<file path="src/rtl/sbm_pkg.sv">
package sbm_pkg;
   localparam int WORD_W = 32;
   localparam logic [7:0] GO_KEY   = 8'h0A;
   localparam logic [7:0] OP_WRITE = 8'h40;
   localparam logic [7:0] OP_READ  = 8'h80;

   typedef enum logic [2:0] {
      ST_IDLE,
      ST_LRD,
      ST_LCAP,
      ST_BUS,
      ST_LWR
   } sbm_state_t;
endpackage

</file>
<file path="src/rtl/sbm_regs.sv">
module sbm_regs
   import sbm_pkg::*;
#(
   parameter int SAW = 5
) (
   input  logic              clk,
   input  logic              rst_n,
   input  logic              s_wr,
   input  logic [SAW-1:0]    s_addr,
   input  logic [3:0]        s_be,
   input  logic [31:0]       s_wdata,
   output logic [31:0]       s_rdata,
   input  logic              busy,
   input  logic              go_taken,
   input  logic              set_done,
   input  logic              set_err,
   output logic [7:0]        op,
   output logic [31:0]       laddr,
   output logic [31:0]       raddr,
   output logic [15:0]       len,
   output logic [7:0]        be,
   output logic              go_ok
);
   localparam int WIW = SAW - 2;

   logic [WIW-1:0] widx;
   logic           cfg_wr;
   logic [7:0]     op_q, be_q, go_q;
   logic [31:0]    laddr_q, raddr_q;
   logic [15:0]    len_q;
   logic           done_q, err_q;
   logic           clr_done, clr_err;

   assign widx     = s_addr[SAW-1:2];
   assign cfg_wr   = s_wr && !busy;
   assign clr_done = s_wr && (widx == WIW'(4)) && s_be[0] && s_wdata[1];
   assign clr_err  = s_wr && (widx == WIW'(4)) && s_be[0] && s_wdata[2];

   always_ff @(posedge clk or negedge rst_n) begin
      if (!rst_n) begin
         op_q    <= '0;
         laddr_q <= '0;
         raddr_q <= '0;
         len_q   <= '0;
         be_q    <= '0;
         go_q    <= '0;
         done_q  <= 1'b0;
         err_q   <= 1'b0;
      end else begin
         if (cfg_wr && widx == WIW'(0) && s_be[0]) op_q <= s_wdata[7:0];
         for (int i = 0; i < 4; i++) begin
            if (cfg_wr && widx == WIW'(1) && s_be[i]) laddr_q[8*i +: 8] <= s_wdata[8*i +: 8];
            if (cfg_wr && widx == WIW'(2) && s_be[i]) raddr_q[8*i +: 8] <= s_wdata[8*i +: 8];
         end
         if (cfg_wr && widx == WIW'(3)) begin
            if (s_be[0]) len_q[7:0]  <= s_wdata[7:0];
            if (s_be[1]) len_q[15:8] <= s_wdata[15:8];
            if (s_be[2]) be_q        <= s_wdata[23:16];
         end
         if (go_taken)
            go_q <= '0;
         else if (cfg_wr && widx == WIW'(3) && s_be[3])
            go_q <= s_wdata[31:24];
         if (go_taken) begin
            done_q <= 1'b0;
            err_q  <= 1'b0;
         end else begin
            if (clr_done) done_q <= 1'b0;
            if (clr_err)  err_q  <= 1'b0;
         end
         if (set_done) done_q <= 1'b1;
         if (set_err)  err_q  <= 1'b1;
      end
   end

   always_comb begin
      case (widx)
         WIW'(0): s_rdata = {24'h0, op_q};
         WIW'(1): s_rdata = laddr_q;
         WIW'(2): s_rdata = raddr_q;
         WIW'(3): s_rdata = {go_q, be_q, len_q};
         WIW'(4): s_rdata = {29'h0, err_q, done_q, busy};
         default: s_rdata = '0;
      endcase
   end

   assign op    = op_q;
   assign laddr = laddr_q;
   assign raddr = raddr_q;
   assign len   = len_q;
   assign be    = be_q;
   assign go_ok = (go_q == GO_KEY);


   cfg_frozen_chk: assert property (@(posedge clk) disable iff (!rst_n)
      (busy && s_wr && widx <= WIW'(3)) |=>
         ($stable(op_q) && $stable(laddr_q) && $stable(raddr_q) && $stable(len_q) && $stable(be_q)));


   done_sticky_chk: assert property (@(posedge clk) disable iff (!rst_n)
      (done_q && !go_taken && !clr_done) |=> done_q);


   go_selfclear_chk: assert property (@(posedge clk) disable iff (!rst_n)
      go_taken |=> (go_q == 8'h00));
endmodule

</file>
<file path="src/rtl/sbm_chk.sv">
module sbm_chk
   import sbm_pkg::*;
#(
   parameter int BW = 64
) (
   input  logic [7:0]                       op,
   input  logic [15:0]                      len,
   input  logic [7:0]                       be,
   input  logic [$clog2(BW/WORD_W)-1:0]     half_sel,
   output logic                             op_valid,
   output logic                             is_read,
   output logic                             be_ok,
   output logic                             len_ok
);
   localparam int BEW = BW / 8;
   localparam int LB  = WORD_W / 8;
   localparam logic [BEW-1:0] BE_TOP = {{LB{1'b1}}, {(BEW-LB){1'b0}}};

   logic [BEW-1:0] exp_be;

   always_comb begin
      exp_be   = BE_TOP >> (LB * int'(half_sel));
      is_read  = (op == OP_READ);
      op_valid = (op == OP_READ) || (op == OP_WRITE);
      len_ok   = (len == 16'(LB));
      be_ok    = (be == 8'(exp_be));
   end
endmodule

</file>
<file path="src/rtl/sbm_fsm.sv">
module sbm_fsm
   import sbm_pkg::*;
#(
   parameter int BW = 64
) (
   input  logic              clk,
   input  logic              rst_n,
   input  logic              go_ok,
   input  logic              op_valid,
   input  logic              is_read,
   input  logic              be_ok,
   input  logic              len_ok,
   input  logic [31:0]       laddr,
   input  logic [31:0]       raddr,
   input  logic [7:0]        be,
   output logic              busy,
   output logic              go_taken,
   output logic              set_done,
   output logic              set_err,
   output logic [31:0]       loc_addr,
   output logic              loc_rd,
   output logic              loc_wr,
   output logic [31:0]       loc_wdata,
   input  logic [31:0]       loc_rdata,
   output logic              m_req,
   output logic              m_rnw,
   output logic [31:0]       m_addr,
   output logic [BW/8-1:0]   m_be,
   output logic [BW-1:0]     m_wdata,
   input  logic [BW-1:0]     m_rdata,
   input  logic              m_ack
);
   localparam int HALVES = BW / WORD_W;
   localparam int SELW   = $clog2(HALVES);
   localparam int BOFF   = $clog2(WORD_W / 8);

   sbm_state_t        st;
   logic              rnw_q;
   logic [WORD_W-1:0] word_q;
   logic [SELW-1:0]   half_sel;
   logic              launch_ok;
   logic [WORD_W-1:0] rd_half;

   assign half_sel  = raddr[BOFF +: SELW];
   assign launch_ok = op_valid && be_ok && len_ok;
   assign go_taken  = (st == ST_IDLE) && go_ok;
   assign set_err   = go_taken && !launch_ok;
   assign set_done  = (st == ST_BUS && m_ack && !rnw_q) || (st == ST_LWR);
   assign busy      = (st != ST_IDLE);
   assign rd_half   = m_rdata[(BW-1) - WORD_W*int'(half_sel) -: WORD_W];

   always_ff @(posedge clk or negedge rst_n) begin
      if (!rst_n) begin
         st     <= ST_IDLE;
         rnw_q  <= 1'b0;
         word_q <= '0;
      end else begin
         case (st)
            ST_IDLE: if (go_taken && launch_ok) begin
               rnw_q <= is_read;
               st    <= is_read ? ST_BUS : ST_LRD;
            end
            ST_LRD:  st <= ST_LCAP;
            ST_LCAP: begin
               word_q <= loc_rdata;
               st     <= ST_BUS;
            end
            ST_BUS: if (m_ack) begin
               if (rnw_q) word_q <= rd_half;
               st <= rnw_q ? ST_LWR : ST_IDLE;
            end
            ST_LWR:  st <= ST_IDLE;
            default: st <= ST_IDLE;
         endcase
      end
   end

   assign loc_addr  = laddr;
   assign loc_rd    = (st == ST_LRD);
   assign loc_wr    = (st == ST_LWR);
   assign loc_wdata = word_q;
   assign m_req     = (st == ST_BUS);
   assign m_rnw     = rnw_q;
   assign m_addr    = raddr;
   assign m_be      = be[BW/8-1:0];

   for (genvar g = 0; g < HALVES; g++) begin : g_lane
      assign m_wdata[g*WORD_W +: WORD_W] = word_q;
   end


   no_false_start_chk: assert property (@(posedge clk) disable iff (!rst_n)
      (st == ST_IDLE && !go_ok) |=> (st == ST_IDLE));


   req_hold_chk: assert property (@(posedge clk) disable iff (!rst_n)
      (m_req && !m_ack) |=> (m_req && $stable(m_addr) && $stable(m_be) && $stable(m_wdata)));


   wdata_from_local_chk: assert property (@(posedge clk) disable iff (!rst_n)
      (st == ST_LCAP) |=> (m_wdata[WORD_W-1:0] == $past(loc_rdata)));


   no_bad_req_chk: assert property (@(posedge clk) disable iff (!rst_n)
      m_req |-> (be_ok && len_ok && op_valid));
endmodule

</file>
<file path="src/rtl/sbm_master.sv">
module sbm_master
   import sbm_pkg::*;
#(
   parameter int BW  = 64,
   parameter int SAW = 5
) (
   input  logic              clk,
   input  logic              rst_n,
   input  logic              s_wr,
   input  logic [SAW-1:0]    s_addr,
   input  logic [3:0]        s_be,
   input  logic [31:0]       s_wdata,
   output logic [31:0]       s_rdata,
   output logic [31:0]       loc_addr,
   output logic              loc_rd,
   output logic              loc_wr,
   output logic [31:0]       loc_wdata,
   input  logic [31:0]       loc_rdata,
   output logic              m_req,
   output logic              m_rnw,
   output logic [31:0]       m_addr,
   output logic [BW/8-1:0]   m_be,
   output logic [BW-1:0]     m_wdata,
   input  logic [BW-1:0]     m_rdata,
   input  logic              m_ack
);
   localparam int SELW = $clog2(BW / WORD_W);

   if (BW % WORD_W != 0 || BW / WORD_W < 2 || BW / 8 > 8) begin : g_bw_bad
      $error("sbm_master: BW must hold at least two 32-bit halves and at most 8 lanes");
   end
   if (SAW < 5) begin : g_saw_bad
      $error("sbm_master: SAW must cover the status word");
   end

   logic [7:0]  op, be;
   logic [31:0] laddr, raddr;
   logic [15:0] len;
   logic        go_ok, busy, go_taken, set_done, set_err;
   logic        op_valid, is_read, be_ok, len_ok;

   sbm_regs #(.SAW(SAW)) i_regs (
      .clk(clk), .rst_n(rst_n), .s_wr(s_wr), .s_addr(s_addr), .s_be(s_be),
      .s_wdata(s_wdata), .s_rdata(s_rdata), .busy(busy), .go_taken(go_taken),
      .set_done(set_done), .set_err(set_err), .op(op), .laddr(laddr),
      .raddr(raddr), .len(len), .be(be), .go_ok(go_ok)
   );

   sbm_chk #(.BW(BW)) i_chk (
      .op(op), .len(len), .be(be), .half_sel(raddr[2 +: SELW]),
      .op_valid(op_valid), .is_read(is_read), .be_ok(be_ok), .len_ok(len_ok)
   );

   sbm_fsm #(.BW(BW)) i_fsm (
      .clk(clk), .rst_n(rst_n), .go_ok(go_ok), .op_valid(op_valid),
      .is_read(is_read), .be_ok(be_ok), .len_ok(len_ok), .laddr(laddr),
      .raddr(raddr), .be(be), .busy(busy), .go_taken(go_taken),
      .set_done(set_done), .set_err(set_err), .loc_addr(loc_addr),
      .loc_rd(loc_rd), .loc_wr(loc_wr), .loc_wdata(loc_wdata),
      .loc_rdata(loc_rdata), .m_req(m_req), .m_rnw(m_rnw), .m_addr(m_addr),
      .m_be(m_be), .m_wdata(m_wdata), .m_rdata(m_rdata), .m_ack(m_ack)
   );
endmodule

</file>
<file path="config.mk">
export PLATFORM = sky130hd
export DESIGN_NAME = sbm_master
export DESIGN_NICKNAME = d
export VERILOG_FILES = /design/src/rtl/sbm_pkg.sv /design/src/rtl/sbm_regs.sv /design/src/rtl/sbm_chk.sv /design/src/rtl/sbm_fsm.sv /design/src/rtl/sbm_master.sv
export SDC_FILE = /design/constraint.sdc
export NUM_CORES = 1
export LEC_CHECK = 0
export BUFFER_PORTS_ARGS = -buffer_cell sky130_fd_sc_hd__buf_2
export CORE_MARGIN = 1.5
export CORE_UTILIZATION = 38
export DETAILED_ROUTE_END_ITERATION = 16
export PLACE_DENSITY = 0.67
export SKIP_CTS_REPAIR_TIMING = 1
export SLEW_MARGIN = 5
export SYNTH_ARGS = -nofsm -noshare
export SYNTH_HDL_FRONTEND = slang
export SYNTH_SLANG_ARGS = --single-unit
</file>
<file path="constraint.sdc">
create_clock -name clk -period 2.57 [get_ports clk]
set_clock_uncertainty 0.2 [all_clocks]
set_input_delay 0.514 -clock clk [delete_from_list [all_inputs] [get_ports clk]]
set_output_delay 0.514 -clock clk [all_outputs]
set_load 0.005 [all_outputs]
</file>
* Word level (Yosys, flattened, before mapping)
Cells that the tools add are included.
W data, S select, Z words.
** Operators by class
- $add $sub $neg :: 1
- Equality and inequality tests :: 16
- Shifts and indexed selects :: 2
- Mux-type cells :: 17
- Reductions and logical operators :: 44
** Operators with widths (number)
- $pmux W32 S5 :: 1
- $shiftx A95 B32 Y32 :: 1
- $mux W32 :: 2
- $pmux W32 S2 :: 1
- $logic_and A1 B1 Y1 :: 26
- $eq A16 B3 Y1 const B :: 1
- $mux W8 :: 2
- $eq A3 B2 Y1 const B :: 4
- $pmux W3 S4 :: 1
- $reduce_and A2 Y1 :: 5
- $mux W3 :: 3
- $reduce_bool A3 Y1 :: 3
- $eq A8 B4 Y1 const B :: 1
- $eq A8 B7 Y1 const B :: 1
- $eq A8 B8 Y1 :: 1
- $eq A8 B8 Y1 const B :: 1
- $shr A8 B3 Y8 const A :: 1
- $sub A6 B6 Y7 const A :: 1
- $eq A3 B1 Y1 const B :: 2
- $eq A3 B3 Y1 const B :: 2
- $logic_not A3 Y1 :: 2
- $mux W1 :: 6
- $ne A2 B1 Y1 const B :: 2
- $reduce_bool A2 Y1 :: 2
- 5 further kinds :: 8
** Storage, ports and cells
- Flip-flop bits (word level) :: 142
- Input port bits :: 141
- Output and inout bits :: 204
- Word-level logic and storage cells :: 98

* Longest topological paths before layout
Gate-level depths: netlist of run 1.
- Depth in word-level cells :: 7
- Gate-level depth with buffers :: 7
- Depth with buffers taken out :: 5

* Cells and area by module
Synthesis of run 1 repeated with hierarchy kept, for this count alone.
** Unflattened totals
- Cell total of the unflattened synthesis :: 695
- Area, all modules :: 8734.6 µm²
** Modules (own cells, without submodules)
- sbm_regs :: instances 1, cells an instance 375, area an instance 5129.9 µm², seq. area each 2652.5 µm²
- sbm_fsm :: instances 1, cells an instance 303, area an instance 3487.1 µm², seq. area each 900.9 µm²
- sbm_chk :: instances 1, cells an instance 17, area an instance 117.6 µm², seq. area each 0.0 µm²

* Worst setup path before layout of run 1
OpenSTA, ideal clock, no wires.
- Kind :: input -> output
- Start point :: input port s_addr[2]
- End point :: output port s_rdata[11]
- Arrival :: 1.758 ns
- Data required time :: 1.856 ns
- Setup slack :: 0.098 ns
- Stages :: 6
- Path buffers :: 2
- Path through :: clkbuf_1 inv_1 nor2_1 clkbuf_1 a22oi_1 nor2_1
** On the way
- Word-level cells in the longest chain between the ends :: 2
- Elaborated cells on any way between the ends :: 6
- Those cells by class :: eq/ne (4); mux (1); reduce/logical (1)
** Ends and longest elaborated chain
- from (decl) :: line sbm_master.sv:10 : input logic [SAW-1:0] s_addr,
- $eq A3 B3 Y1 (tied with other cells) :: line sbm_regs.sv:77 : case (widx)
- $pmux W32 S5 * :: line sbm_regs.sv:77
- to (decl) :: line sbm_master.sv:13 : output logic [31:0] s_rdata,
Mark *: on every way between the ends. The rest lies on a longest branch, timed or not.

* Final worst setup path of run 1
- Start point :: input port s_addr[2]
- End point :: output port s_rdata[4]
The elaborated chain is that of the path after synthesis.

==> impl_metrics.ini, run 1 <==
[clock_network]
tritoncts_num_sinks = 142
clk_latency_ns = 0.42
cts_htree_levels = 4
ctsLongestPathBuffers = 2
cts_root_buf = sky130_fd_sc_hd__clkbuf_16
numCtsBuffers = 17
tritoncts = yes
clk_pin_slew_ns = 0.06

[routing]
via_count = 6060
route.antenna.remaining_nets = 0
drt-wirelength-per-cell_um = 17.7
drt_drc_violations_left = 0
drtPass1Iterations = 5
first_iter_violations = 195
vias_per_cell = 4.92
route.final.wire_length_mm = 21.8

[synth]
most_frequent_cell_after_synthesis = sky130_fd_sc_hd__dfrtp_1
synth_seq_area_share = 0.474
ys_top_cells_by_area = sky130_fd_sc_hd__dfrtp_1, sky130_fd_sc_hd__mux2_2, sky130_fd_sc_hd__buf_4
post_synth_instance_area_mm2 = 0.00749
post-synth-top-area-cell = sky130_fd_sc_hd__dfrtp_1
post_synth_edffs = 0
ys_types = 42
post_synth_most_frequent_cells = sky130_fd_sc_hd__dfrtp_1, sky130_fd_sc_hd__mux2_2, sky130_fd_sc_hd__nand2_1, sky130_fd_sc_hd__o21ai_0, sky130_fd_sc_hd__buf_4
synth.top_cell.area_share = 0.474
post_synthesis_net_count = 817
synth-async-reset-ratio = 1.00
synth.mux.area_fraction = 0.248
synthesis.instances = 676
ys.flop_type = sky130_fd_sc_hd__dfrtp_1
synth-simple-area-share = 0.102
synth-adder-area-share = 0
synth_xor_xnor_area_share = 0.00117
synth_top_family_by_area = multiplexers
area_fraction_in_compound_gates_after_synthesis = 0.0895
ys_seq_elements = 142
synth.avg_cell_area_um2 = 11.1
ys_warn_count = 0

[finish]
utilization = 0.501
fill_cells = 1805
final-seq-area_mm2 = 0.00356
final_area_mm2 = 0.00971
fin_cells = 1231
drive_gt1_frac = 0.546
design.final.nets = 1093
multi_input_area_mm2 = 0.00331
synthToLayoutAreaGrowth_pct = 29.6

[place]
gp_congestion = 0.789
placed_cells = 1197
placed_area_mm2 = 0.00908
post-dp-hpwl_mm = 16.4
io_buffers = 342

[floorplanning]
floorplan.die.width_um = 143
die-area_mm2 = 0.0206
chipHeight_um = 143
top_level_ports = 345
placement_rows = 51
start_util = 0.386
placeableCoreArea_mm2 = 0.0194

[timing]
hold_viol_final = 0
setup_tns_ns = 0
rsz_0062_raised_after_global_routing = no
timing.final.setup_violations = 0
slew_headroom = 0.575
timing.final.max_slew_violations = 0
timing.final.crit_share = 0.976
final_period_minus_worst_setup_slack_ns = 2.51
timing.fmax_ghz = 0.399
hold-worst-slack_ns = 0.141
max_slew.worst_pin.slew_ns = 0.633

[pwr]
cellLeakagePower_nw = 5.08
ir_worst_vdd_v = 0.000435
cellPowerDensity_mw_per_mm2 = 998

[global_route]
grt_pass1_wl_mm = 32.3
grt_antenna_before_repair = 2
grt_pass1_vias = 5812
maximum_number_of_pins_on_one_net_before_global_route_repair = 57
grt_remaining_overflow = 0
grt_usage = 0.207

[worst_setup_path]
worstPathMaxFanout = 36
endpoint_kind = output pin
worst_ep_arrival_time_ns = 1.79
slowest_delay_ns = 0.54
crit_path_cell_trace = buf_2 > buf_6 > mux4_2 > nor2b_1 > buf_2
timing.critical_path.slowest_stage_cell = sky130_fd_sc_hd__mux4_2
required_ns = 1.86
criticalPathCategory = input pin to output pin
crit_path_start_kind = input pin
worst_path_most_repeated_cell = sky130_fd_sc_hd__buf_2

[job]
max_cap_viol_count = 0

[worst_hold_path]
hold_path_class = input pin to flop

[run_status]
outcome = finished, final reports clean
-- kinds of logic (layout without fill, tap and decap cells) --
family,count (synthesis),count (layout)
AO/OA/AOI/OAI,110,110
buffers and inverters,104,393
XOR/XNOR,1,1
AND/OR/NAND/NOR,155,155
flip-flops,142,142
multiplexers,164,164
other,0,1
-- per-stage QoR --
stage / setup slack, ns / power, mW
final: 0.0620 / 9.70
after global routing: 0.00563 / 10.4
after CTS: -0.125 / 9.82
after detailed placement: -0.119 / 7.22
after global placement: -0.0868 / 7.14
after floorplan: 0.0976 / 6.00
-- placed cells by master (no fill, tap or decap), types with 8 or more instances in the layout --
master,Yosys,final
sky130_fd_sc_hd__buf_2,8,341
sky130_fd_sc_hd__nor2b_1,8,8
sky130_fd_sc_hd__nand2_1,74,73
sky130_fd_sc_hd__nor2_1,31,30
sky130_fd_sc_hd__mux2i_1,37,37
sky130_fd_sc_hd__o21ai_0,67,67
sky130_fd_sc_hd__clkbuf_16,0,17
sky130_fd_sc_hd__dfrtp_1,142,140
sky130_fd_sc_hd__buf_4,65,13
sky130_fd_sc_hd__a22o_1,8,8
sky130_fd_sc_hd__mux2_2,120,120
sky130_fd_sc_hd__a22oi_1,24,24
-- cell type report --
type | instances | share of cell area
clock buffers | 18 | 0.0442
clock inverters | 14 | 0.0188
diodes | 1 | 0.000258
repair buffers | 360 | 0.195
well taps | 265 | 0.0341
multi-input cells | 430 | 0.341
flip-flops and latches | 142 | 0.366
inverters | 1 | 0.000387
-- per-layer routing --
layer  up-vias  global-route usage  part of all wire
met1      2928               0.246              0.41
met4         2              0.0591             0.012
met3        18              0.0656             0.075
met5         -                   0           0.00060
met2       215               0.360              0.50
li1       2897                   -                 -
-- worst max-delay path, delay by kind of cell --
kind	cells	cell delay [ns]
AND/OR/NAND/NOR	1	0.15
buffers and inverters	3	0.58
multiplexers	1	0.54
-- state kept, by name, indices dropped and copies added (netlist names) --
signal           count
i_fsm.loc_wdata     32
i_fsm.m_rnw          1
i_fsm.st             3
i_regs.be            8
i_regs.done_q        1
i_regs.err_q         1
i_regs.go_q          8
i_regs.laddr        32
i_regs.len          16
i_regs.op            8
i_regs.raddr        32
-- power by group --
group	internal (mW)	total, mW	switching, mW	leakage (nW)
clock network	1.55	2.56	1.02	0.282
logic	1.78	3.43	1.64	2.92
registers	2.98	3.70	0.720	1.87
-- path summary, 6_finish.rpt --
| check | startpoint | to | slack (ns) | cells past startpoint |
|---|---|---|---|---|
| max in group asynchronous | rst_n | i_regs.laddr[22] | 1.09 | 3 |
| max reg2reg | i_fsm.st[2] | i_regs.laddr[0] | 0.28 | 4 |
| min | s_wdata[27] | i_regs.go_q[3] | 0.14 | 2 |
| min reg2reg | i_regs.len[11] | i_regs.len[11] | 0.32 | 1 |
| max | s_addr[2] | s_rdata[4] | 0.06 | 5 |
| min in group asynchronous | rst_n | i_regs.raddr[10] | 0.41 | 2 |
Note: power is estimated with default switching activity, not from simulation.
==> run 2, diff against run 1 <==
- CORE_MARGIN: 1.5 -> 4
- SKIP_LAST_GASP: not set -> 1
- SLEW_MARGIN: 5 -> not set
==> run 2 against run 1 <==
Against the previous run: non-clock buffer count is 7 higher; core utilization is 0.093 points higher; die area is 7.1% higher; global-route usage is 0.95 points lower; worst hold slack better by 0.0097 ns; sequential power hardly changed; first-iteration DRC count is 11% lower; clock power is 5% lower; total power is 1.1% lower; combinational power hardly changed; wire length is 2.0% higher; sequential share of layout area is 0.16 points lower; critical path type unchanged; critical endpoint is now s_rdata[19]; highest routed layer unchanged.
==> impl_metrics.ini, run 2 (synthesis gave the netlist of run 1 again) <==
[timing]
setup_tns_ns = 0
timing.final.max_slew_violations = 0
timing.final.setup_violations = 0
final_period_minus_worst_setup_slack_ns = 2.44
slew_headroom = 0.552
hold-worst-slack_ns = 0.151
hold_viol_final = 0
timing.fmax_ghz = 0.410
rsz_0062_raised_after_global_routing = no
timing.final.crit_share = 0.949
max_slew.worst_pin.slew_ns = 0.668
post_layout_worst_setup_margin_ns = 0.131

[finish]
final_area_mm2 = 0.00976
utilization = 0.502
drive_gt1_frac = 0.552
most_common_cell_after_layout_fill_and_taps_aside = sky130_fd_sc_hd__buf_2
num_antenna_cells = 0
synthToLayoutAreaGrowth_pct = 30.2
commonest_non_fill_non_tap_cells_in_the_layout = sky130_fd_sc_hd__buf_2, sky130_fd_sc_hd__dfrtp_1, sky130_fd_sc_hd__mux2_2
design.final.nets = 1100

[global_route]
grt_pass1_wl_mm = 34.3
maximum_number_of_pins_on_one_net_before_global_route_repair = 54
grt_antenna_before_repair = 2
grt_remaining_overflow = 0
grt_pass1_vias = 6158
grt_usage = 0.198

[clock_network]
numCtsBuffers = 17
cts_htree_levels = 4
cts_root_buf = sky130_fd_sc_hd__clkbuf_16
ctsLongestPathBuffers = 2
tritoncts = yes
clk_latency_ns = 0.41
tritoncts_num_sinks = 142
clk_pin_slew_ns = 0.06

[pwr]
cellLeakagePower_nw = 5.12
cellPowerDensity_mw_per_mm2 = 983
ir_worst_vdd_v = 0.000427

[worst_hold_path]
hold_path_startpoint = s_wdata[11]
hold_path_class = input pin to flop
hold_depth = 2
endpoint_worst_hold = i_regs.len[11]

[place]
io_buffers = 342
dpl_worst_slack_ns = 0.0805
post-dp-hpwl_mm = 17.1
gp_congestion = 0.803
placed_area_mm2 = 0.00917

[worst_setup_path]
regToRegStartpoint = i_regs.be[1]
worst_ep_arrival_time_ns = 1.73
crit_path_cell_trace = buf_2 > buf_12 > mux2_2 > a22oi_1 > nor2_1 > buf_2
regToRegEndpoint = i_fsm.m_rnw
timing.critical_path.slowest_stage_cell = sky130_fd_sc_hd__mux2_2
worstPathBufferInverterCount = 3
crit_path_start_kind = input pin
criticalPathCategory = input pin to output pin
worst_path_most_repeated_cell = sky130_fd_sc_hd__buf_2
slowest_delay_ns = 0.34
required_ns = 1.86
worstPathMaxFanout = 13
timing.critical_path.max_delay_family = buffers and inverters
endpoint_kind = output pin
r2r.worst_path.cells = 5
reg2reg_slack_ns = 0.32

[run_status]
outcome = finished, final reports clean

[routing]
drt-wirelength-per-cell_um = 17.9
first_iter_violations = 173
route.antenna.remaining_nets = 0
via_count = 6078
drtPass1Iterations = 4
drt_drc_violations_left = 0
route.final.wire_length_mm = 22.2
vias_per_cell = 4.91

[floorplanning]
chipHeight_um = 148
floorplan.die.width_um = 148
top_level_ports = 345
die-area_mm2 = 0.0220
placement_rows = 51
placeableCoreArea_mm2 = 0.0195
start_util = 0.385

[job]
max_cap_viol_count = 0
==> run 2: worst max-delay path by stage <==
stage / startpoint / to / depth (start not counted)
finish: s_addr[2] / s_rdata[19] / 6
global placement: s_addr[4] / i_regs.laddr[29] / 7
detailed placement: s_addr[4] / i_regs.laddr[25] / 7
CTS: i_fsm.st[0] / s_rdata[0] / 6
floorplan: s_addr[2] / s_rdata[11] / 6
global route: i_fsm.st[0] / s_rdata[0] / 6
==> run 2: report_power, final <==
| part | leakage [nW] | total [mW] | switching [mW] | internal [mW] |
|---|---|---|---|---|
| Combinational | 2.97 | 3.45 | 1.66 | 1.79 |
| Clock | 0.279 | 2.42 | 0.964 | 1.45 |
| Sequential | 1.87 | 3.72 | 0.732 | 2.99 |
| Total | 5.12 | 9.59 | 3.36 | 6.23 |
==> run 2: area by class of cell <==
| class | instances | area, um2 |
|---|---|---|
| fill | 1776 | 9700 |
| clock inverter | 14 | 141 |
| timing repair buffer | 367 | 1980 |
| multi-input combinational | 430 | 3300 |
| clock buffer | 18 | 439 |
| inverter | 1 | 3.75 |
| sequential | 142 | 3560 |
| tap | 265 | 332 |
==> run 2: per-stage QoR <==
step	cells	power, mW
floorplan	676	6.00
global placement	1204	7.18
detailed placement	1204	7.27
CTS	1236	9.73
global route	1237	10.3
finish	1237	9.59
==> run 2: metal layers <==
layer,global-route usage,part of all wire,vias up
met3,0.0603,0.076,26
met5,0,0.0012,-
li1,-,-,2917
met4,0.0434,0.0099,4
met1,0.242,0.40,2903
met2,0.346,0.51,228
==> run 3, diff against run 2 <==
- clock period: 2.57 -> 2.64 ns (I/O delays scaled with it)
==> run 3 against run 2 <==
Against the previous run: die area is the same; worst hold slack gained 0.0057 ns; global-route usage grew 0.061 points; combinational power shrank 3%; first-iteration DRC count grew 54%; setup slack gained 0.0043 ns; final area shrank 0.23%; cell count is essentially flat; critical path type unchanged.
==> impl_metrics.ini, run 3 (synthesis gave the netlist of run 1 again) <==
[global_route]
maximum_number_of_pins_on_one_net_before_global_route_repair = 56
grt_pass1_wl_mm = 34.6
grt_usage = 0.198
grt_antenna_before_repair = 3
grt_pass1_vias = 6149
grt_remaining_overflow = 0

[routing]
route.final.wire_length_mm = 22.4
first_iter_violations = 266
via_count = 6031
drt_drc_violations_left = 0
vias_per_cell = 4.88
drtPass1Iterations = 4
route.antenna.remaining_nets = 0
drt-wirelength-per-cell_um = 18.1

[timing]
timing.final.setup_violations = 0
timing.final.max_slew_violations = 0
hold_viol_final = 0
timing.final.crit_share = 0.949
max_slew.worst_pin.slew_ns = 0.654
post_layout_worst_setup_margin_ns = 0.135
slew_headroom = 0.561
setup_tns_ns = 0
final_period_minus_worst_setup_slack_ns = 2.50
hold-worst-slack_ns = 0.156
timing.fmax_ghz = 0.399
rsz_0062_raised_after_global_routing = no

[worst_hold_path]
endpoint_worst_hold = i_regs.go_q[5]
hold_path_class = input pin to flop
hold_depth = 2
hold_path_startpoint = s_wdata[29]

[worst_setup_path]
required_ns = 1.91
r2r.worst_path.cells = 5
crit_path_start_kind = input pin
regToRegEndpoint = i_fsm.m_rnw
worst_ep_arrival_time_ns = 1.78
criticalPathCategory = input pin to output pin
worstPathMaxFanout = 12
endpoint_kind = output pin
regToRegStartpoint = i_regs.be[1]
reg2reg_slack_ns = 0.37

[finish]
design.final.nets = 1098
utilization = 0.500
final-seq-area_mm2 = 0.00355
most_common_cell_after_layout_fill_and_taps_aside = sky130_fd_sc_hd__buf_2
final_area_mm2 = 0.00974
multi_input_area_mm2 = 0.00330
synthToLayoutAreaGrowth_pct = 29.9
commonest_non_fill_non_tap_cells_in_the_layout = sky130_fd_sc_hd__buf_2, sky130_fd_sc_hd__dfrtp_1, sky130_fd_sc_hd__mux2_2
fill_cells = 1806
drive_gt1_frac = 0.547

[place]
dpl_worst_slack_ns = 0.104
post-dp-hpwl_mm = 17.0
placed_area_mm2 = 0.00914
gp_congestion = 0.793
io_buffers = 342

[clock_network]
tritoncts_num_sinks = 142
cts_htree_levels = 4
clk_latency_ns = 0.41
cts_root_buf = sky130_fd_sc_hd__clkbuf_16
ctsLongestPathBuffers = 2
clk_pin_slew_ns = 0.07
numCtsBuffers = 17
tritoncts = yes

[pwr]
cell_internal_pwr_mw = 6.05
ir_worst_vdd_v = 0.000476
cellPowerDensity_mw_per_mm2 = 963
pwr-share-clk = 0.256
netSwitchingPower_mw = 3.32
comb_power_share = 0.358
power.share.sequential = 0.386
cellLeakagePower_nw = 5.12
netSwitchingFraction = 0.354

[floorplanning]
start_util = 0.385
placement_rows = 51
top_level_ports = 345
placeableCoreArea_mm2 = 0.0195
die-area_mm2 = 0.0220
chipHeight_um = 148
floorplan.die.width_um = 148

[job]
max_cap_viol_count = 0

[run_status]
outcome = finished, final reports clean
[run 3: cell types whose count changed in the layout (fill, tap and decap cells not counted), moves of 2 or more]
cell and change:
sky130_fd_sc_hd__clkinv_2 -3, sky130_fd_sc_hd__clkinv_4 +5, sky130_fd_sc_hd__clkinvlp_4 -4, sky130_fd_sc_hd__dfrtp_1 +3
sky130_fd_sc_hd__dfrtp_2 -3, sky130_fd_sc_hd__inv_6 +2
[run 3: critical path: stages]
cell and delay (ns):
sky130_fd_sc_hd__buf_2 0.31, sky130_fd_sc_hd__buf_4 0.23, sky130_fd_sc_hd__mux2_2 0.34, sky130_fd_sc_hd__a22oi_1 0.14, sky130_fd_sc_hd__nor2_1 0.07, sky130_fd_sc_hd__buf_2 0.15
[run 3: how the worst max path moves through the flow]
stage | start | end | slack (ns)
global placement | s_addr[3] | i_regs.raddr[10] | 0.12
detailed placement | s_addr[3] | i_regs.raddr[27] | 0.10
floorplan | s_addr[2] | s_rdata[11] | 0.14
finish | s_addr[2] | s_rdata[12] | 0.14
global route | i_fsm.st[0] | s_rdata[0] | 0.002
CTS | i_fsm.st[0] | s_rdata[0] | 0.06
[run 3: layout make-up]
cell class / count / share of cell area
repair buffers: 365 / 0.201
inverters: 1 / 0.000385
multi-input cells: 430 / 0.339
flip-flops and latches: 142 / 0.365
clock inverters: 14 / 0.0162
clock buffers: 18 / 0.0441
diodes: 1 / 0.000257
well taps: 265 / 0.0340
[run 3: routing by layer]
layer / up-vias / wire (um) / GRT usage
li1: 2901 / - / -
met1: 2896 / 9090 / 0.241
met2: 212 / 11500 / 0.349
met3: 18 / 1570 / 0.0619
met4: 4 / 215 / 0.0406
met5: - / 21 / 0
[run 3: power by group through the flow]
stage	sequential (mW)	combinational (mW)	clock, mW
after global routing	3.74	3.77	2.56
after floorplan	3.49	2.35	0
after CTS	3.63	3.42	2.47
after global placement	3.63	3.36	0
final	3.62	3.36	2.40
after detailed placement	3.67	3.41	0
[run 3: metrics by stage]
step	cells	power (mW)
3_5_place_dp	1202	7.07
5_1_grt	1236	10.1
6_report	1236	9.38
3_3_place_gp	1202	6.99
4_1_cts	1234	9.52
2_1_floorplan	676	5.84
